### src/rtl/scd_pkg.sv
package scd_pkg;

    typedef enum logic [1:0] {
        ST_PARK = 2'd0,
        ST_LOW  = 2'd1,
        ST_HIGH = 2'd2,
        ST_SWAP = 2'd3
    } scd_state_e;

endpackage

### src/rtl/scd_ratio_dec.sv
module scd_ratio_dec #(
    parameter int XTAL_HALF = 1,
    parameter int CNT_W     = 5
) (
    input  logic [1:0]       code,
    output logic [CNT_W-1:0] half_len
);
    logic [1:0] shift;

    // non-binary code: 00 slowest, 10 fastest
    always_comb begin
        unique case (code)
            2'b00:   shift = 2'd3;
            2'b01:   shift = 2'd2;
            2'b11:   shift = 2'd1;
            default: shift = 2'd0;
        endcase
    end

    assign half_len = CNT_W'(XTAL_HALF) << shift;
endmodule

### src/rtl/scd_phase_cnt.sv
module scd_phase_cnt #(
    parameter int CNT_W = 5
) (
    input  logic             clk,
    input  logic             rst,
    input  logic             restart,
    input  logic [CNT_W-1:0] len,
    output logic             done
);
    logic [CNT_W-1:0] cnt;

    always_ff @(posedge clk) begin
        if (rst || restart) cnt <= '0;
        else                cnt <= cnt + 1'b1;
    end

    assign done = (cnt == len - 1'b1);
endmodule

### src/rtl/card_clk_div.sv
module card_clk_div #(
    parameter int XTAL_HALF    = 1,
    parameter int SWAP_PERIODS = 8
) (
    input  logic       clk,
    input  logic       rst,
    input  logic [1:0] div_sel,
    input  logic       clk_en,
    input  logic       park_low,
    output logic       card_clk
);
    import scd_pkg::*;

    localparam int SWAP_LEN = 2 * XTAL_HALF * SWAP_PERIODS;
    localparam int CNT_W    = $clog2(SWAP_LEN) + 1;

    scd_state_e       state, nxt;
    logic [1:0]       sel_q, ratio_act;
    logic             run_q, take_sel, done, clk_q;
    logic [CNT_W-1:0] half_len, phase_len;

    // input registers
    always_ff @(posedge clk) begin
        if (rst) begin
            sel_q <= 2'b00;
            run_q <= 1'b0;
        end else begin
            sel_q <= div_sel;
            run_q <= clk_en & ~park_low;
        end
    end

    scd_ratio_dec #(.XTAL_HALF(XTAL_HALF), .CNT_W(CNT_W)) u_dec (
        .code     (ratio_act),
        .half_len (half_len)
    );

    assign phase_len = (state == ST_SWAP) ? CNT_W'(SWAP_LEN) : half_len;

    scd_phase_cnt #(.CNT_W(CNT_W)) u_cnt (
        .clk     (clk),
        .rst     (rst),
        .restart (nxt != state),
        .len     (phase_len),
        .done    (done)
    );

    // next-state logic
    always_comb begin
        nxt      = state;
        take_sel = 1'b0;
        unique case (state)
            ST_PARK: if (run_q) begin
                nxt      = ST_LOW;
                take_sel = 1'b1;
            end
            ST_LOW: begin
                if (!run_q)    nxt = ST_PARK;
                else if (done) nxt = (sel_q != ratio_act) ? ST_SWAP : ST_HIGH;
            end
            ST_HIGH: if (done) begin
                if (!run_q)                  nxt = ST_PARK;
                else if (sel_q != ratio_act) nxt = ST_SWAP;
                else                         nxt = ST_LOW;
            end
            ST_SWAP: begin
                if (!run_q) nxt = ST_PARK;
                else if (done) begin
                    nxt      = ST_HIGH;
                    take_sel = 1'b1;
                end
            end
            default: nxt = ST_PARK;
        endcase
    end

    // state register
    always_ff @(posedge clk) begin
        if (rst) state <= ST_PARK;
        else     state <= nxt;
    end

    // outputs
    always_ff @(posedge clk) begin
        if (rst) begin
            ratio_act <= 2'b00;
            clk_q     <= 1'b0;
        end else begin
            if (take_sel) ratio_act <= sel_q;
            clk_q <= (nxt == ST_HIGH);
        end
    end

    assign card_clk = clk_q;
endmodule

### config.mk
export PLATFORM = sky130hd
export DESIGN_NAME = card_clk_div
export DESIGN_NICKNAME = d
export VERILOG_FILES = /design/src/rtl/scd_pkg.sv /design/src/rtl/scd_ratio_dec.sv /design/src/rtl/scd_phase_cnt.sv /design/src/rtl/card_clk_div.sv
export SDC_FILE = /design/constraint.sdc
export NUM_CORES = 1
export LEC_CHECK = 0
export ABC_CLOCK_PERIOD_IN_PS = 8150
export BUFFER_PORTS_ARGS = -buffer_cell sky130_fd_sc_hd__buf_4
export CAP_MARGIN = 10
export CORE_MARGIN = 4
export CORE_UTILIZATION = 30
export CTS_CLUSTER_DIAMETER = 60
export DETAILED_ROUTE_END_ITERATION = 6
export GPL_TIMING_DRIVEN = 1
export SYNTH_ARGS = -nofsm -noshare
export SYNTH_HDL_FRONTEND = slang
export SYNTH_SLANG_ARGS = --single-unit
### constraint.sdc
create_clock -name clk -period 8.15 [get_ports clk]
set_input_delay 0.4075 -clock clk [delete_from_list [all_inputs] [get_ports clk]]
set_output_delay 0.4075 -clock clk [all_outputs]
set_load 0.02 [all_outputs]
==> flow_summary.toml <==
[run_status]
status = "completed"

[yosys]
synth_top_cell_area_share_pct = 31.4
ys_types = 38
synthSimpleGateAreaFrac_pct = 23.9
synth_xor_area_share_pct = 8.46
synth_top_family_by_area = "simple AND/OR/NAND/NOR gates"
syn_area_um2 = 828
yosysTopAreaCell = "dfxtp_1"
synth-edff-count = 0
ys.flop_type = "dfxtp_1"
synthMuxAreaShare_pct = 2.42
synth_compound_area_share_pct = 19.0
yosys.cell_count.top_type = "dfxtp_1"
synthTopCellsByCount = "dfxtp_1 (13), nor2_1 (9), ha_1 (7)"
syn_avg_cell_area_um2 = 9.31
yosys_warnings = 0
ys_seq_area_share_pct = 31.4
ys_ff_latch = 13
synthAdderAreaFrac_pct = 10.6
async_flop_share_pct = 0
synth.area.top_cells = "dfxtp_1 (31%), ha_1 (11%), xnor2_1 (5.3%), nor2_1 (4.1%), o2111ai_2 (3.6%)"
synth_fp_nets = 102
synthCells = 89

[clock_network]
clock_tree.buffer_depth = 2
cts.sinks = 13
post_cts_buffers = 0
cts_tree = "yes"
holdBufCountCts = 0
cts_root_buf = "clkbuf_4"
clkTransAtPathRegs_ns = 0.08
htreeDepth = 1
cts_resized = 0
numCtsBuffers = 3
clk_latency_ns = 0.28

[sta]
hold_viol = 0
finalCritPeriodShare_pct = 35.2
fmaxAchievable_ghz = 0.349
final_max_slew_viol_count = 0
min_period_ns = 2.87
timing.hold.ws_ns = 0.270
slew_headroom_pct = 72.3
finClkSkew_ns = 0.00563
setup_viol = 0
rsz0062_at_grt = "false"
tightest_slew_ns = 0.415
fin_tns_setup_ns = 0

[floorplanning]
dieArea_um2 = 3670
die_h_um = 60.5
rows = 18
core_um2 = 2540
die_w_um = 60.5
initial_core_util_pct = 32.5
ioPinCount = 7

[routing]
wl_met1_um = 655
firstDrtPassIters = 4
drc = 0
met3WireLength_um = 76
drt_first_iter_violations = 14
routed.top_layer = "met4"
postRouteAntennaNets = 0
wl_met2_um = 639
vias_per_cell = 5.10
vias = 642
drt-wirelength-per-cell_um = 11.1
routed_wirelength_um = 1400

[flow_run]
maxCapViolCount = 0

[setup_path]
cp_data_arrival_time_ns = 3.03
worstSetupStartpointType = "flip-flop"
end_kind = "flip-flop"
criticalPathCategory = "reg2reg"
cp.required_ns = 8.31
crit_fanout = 8

[final_layout]
num-fill-cells = 257
nets = 110
n_antenna_cell = 0
synthToLayoutAreaGrowth_pct = 10.7
layout-drive-gt1-share_pct = 17.7

[hold_path]
hold_path.class = "in2reg"

[place]
globalplace.congestion = 0.801
portBuffers = 6
hpwl_um = 1090

[global_route]
antenna_found_initial = 0
grt_pass1_wl_um = 2540
grt_pass1_vias = 590
grt_max_degree = 10
grt_overflow = 0
grt_use_total_pct = 9.27

[pwr]
p_leak_nw = 0.333
power.density_nw_per_um2 = 138
vdd_drop_max_v = 0.0000686
power_uw = 127
## per-layer routing
| layer | up-vias | global-route usage (%) |
|---|---|---|
| li1 | 332 | - |
| met1 | 292 | 11.6 |
| met2 | 15 | 14.5 |
| met3 | 3 | 2.77 |
| met4 | 0 | 4.64 |
| met5 | - | 0 |
## power by group
| part | switching (mW) | leakage (nW) | internal (mW) |
|---|---|---|---|
| registers | 0.00357 | 0.106 | 0.0661 |
| logic | 0.00810 | 0.212 | 0.00823 |
| clock network | 0.0216 | 0.0150 | 0.0190 |
## placed cells by master (no fill, tap or decap), drive strengths merged, types with 3 or more instances in the layout
cell    count
ha          7
a21oi       3
nand3       4
buf         6
dfxtp      13
inv         4
clkbuf      4
xnor2       5
xor2        3
nand2       4
o21ai       3
nor2        9
## final cells by class
type,instances,area (um2),share of cell area (%)
inverters,4,15.0,1.64
flip-flops and latches,13,260,28.4
well taps,30,37.5,4.09
clock buffers,4,26.3,2.86
multi-input cells,69,533,58.1
repair buffers,6,45.0,4.91
## registers in the layout, indices dropped and copies added, names as in the netlist
name	flops
card_clk	1
u_cnt.cnt	5
state	2
sel_q	2
run_q	1
ratio_act	2
## cell families (layout without fill, tap and decap cells)
kind of cell | after synthesis | in the layout
simple gates | 32 | 32
compound gates | 20 | 20
flops | 13 | 13
fa+ha+maj | 7 | 7
buf+inv | 7 | 14
xor+xnor | 8 | 8
mux | 2 | 2
## worst paths after layout
check             slack [ns]  cells past startpoint           end     start
hold reg to reg         0.53                      2  ratio_act[0]  sel_q[0]
hold / removal          0.27                      2         run_q  park_low
setup reg to reg        5.28                      9  u_cnt.cnt[3]  state[0]
setup / recovery        5.28                      9  u_cnt.cnt[3]  state[0]
## metrics by stage
step	cell area, um2	cells	setup WS, ns	utilization (%)
finish	917	126	5.28	36.0
floorplan	828	89	5.51	-
global route	917	126	5.11	36.0
CTS	917	126	5.27	36.0
detailed placement	891	122	5.28	35.0
global placement	891	122	5.39	35.0
## critical path, stage by stage (launching register included)
cell and delay (ns):
dfxtp_1 0.38, ha_1 0.31, or3b_2 0.47, ha_1 0.31, xnor2_1 0.13, nor3_2 0.27
nand3_4 0.14, or4b_4 0.50, o2111ai_2 0.13, nor2_1 0.09
Note: power is estimated with default switching activity, not from simulation.
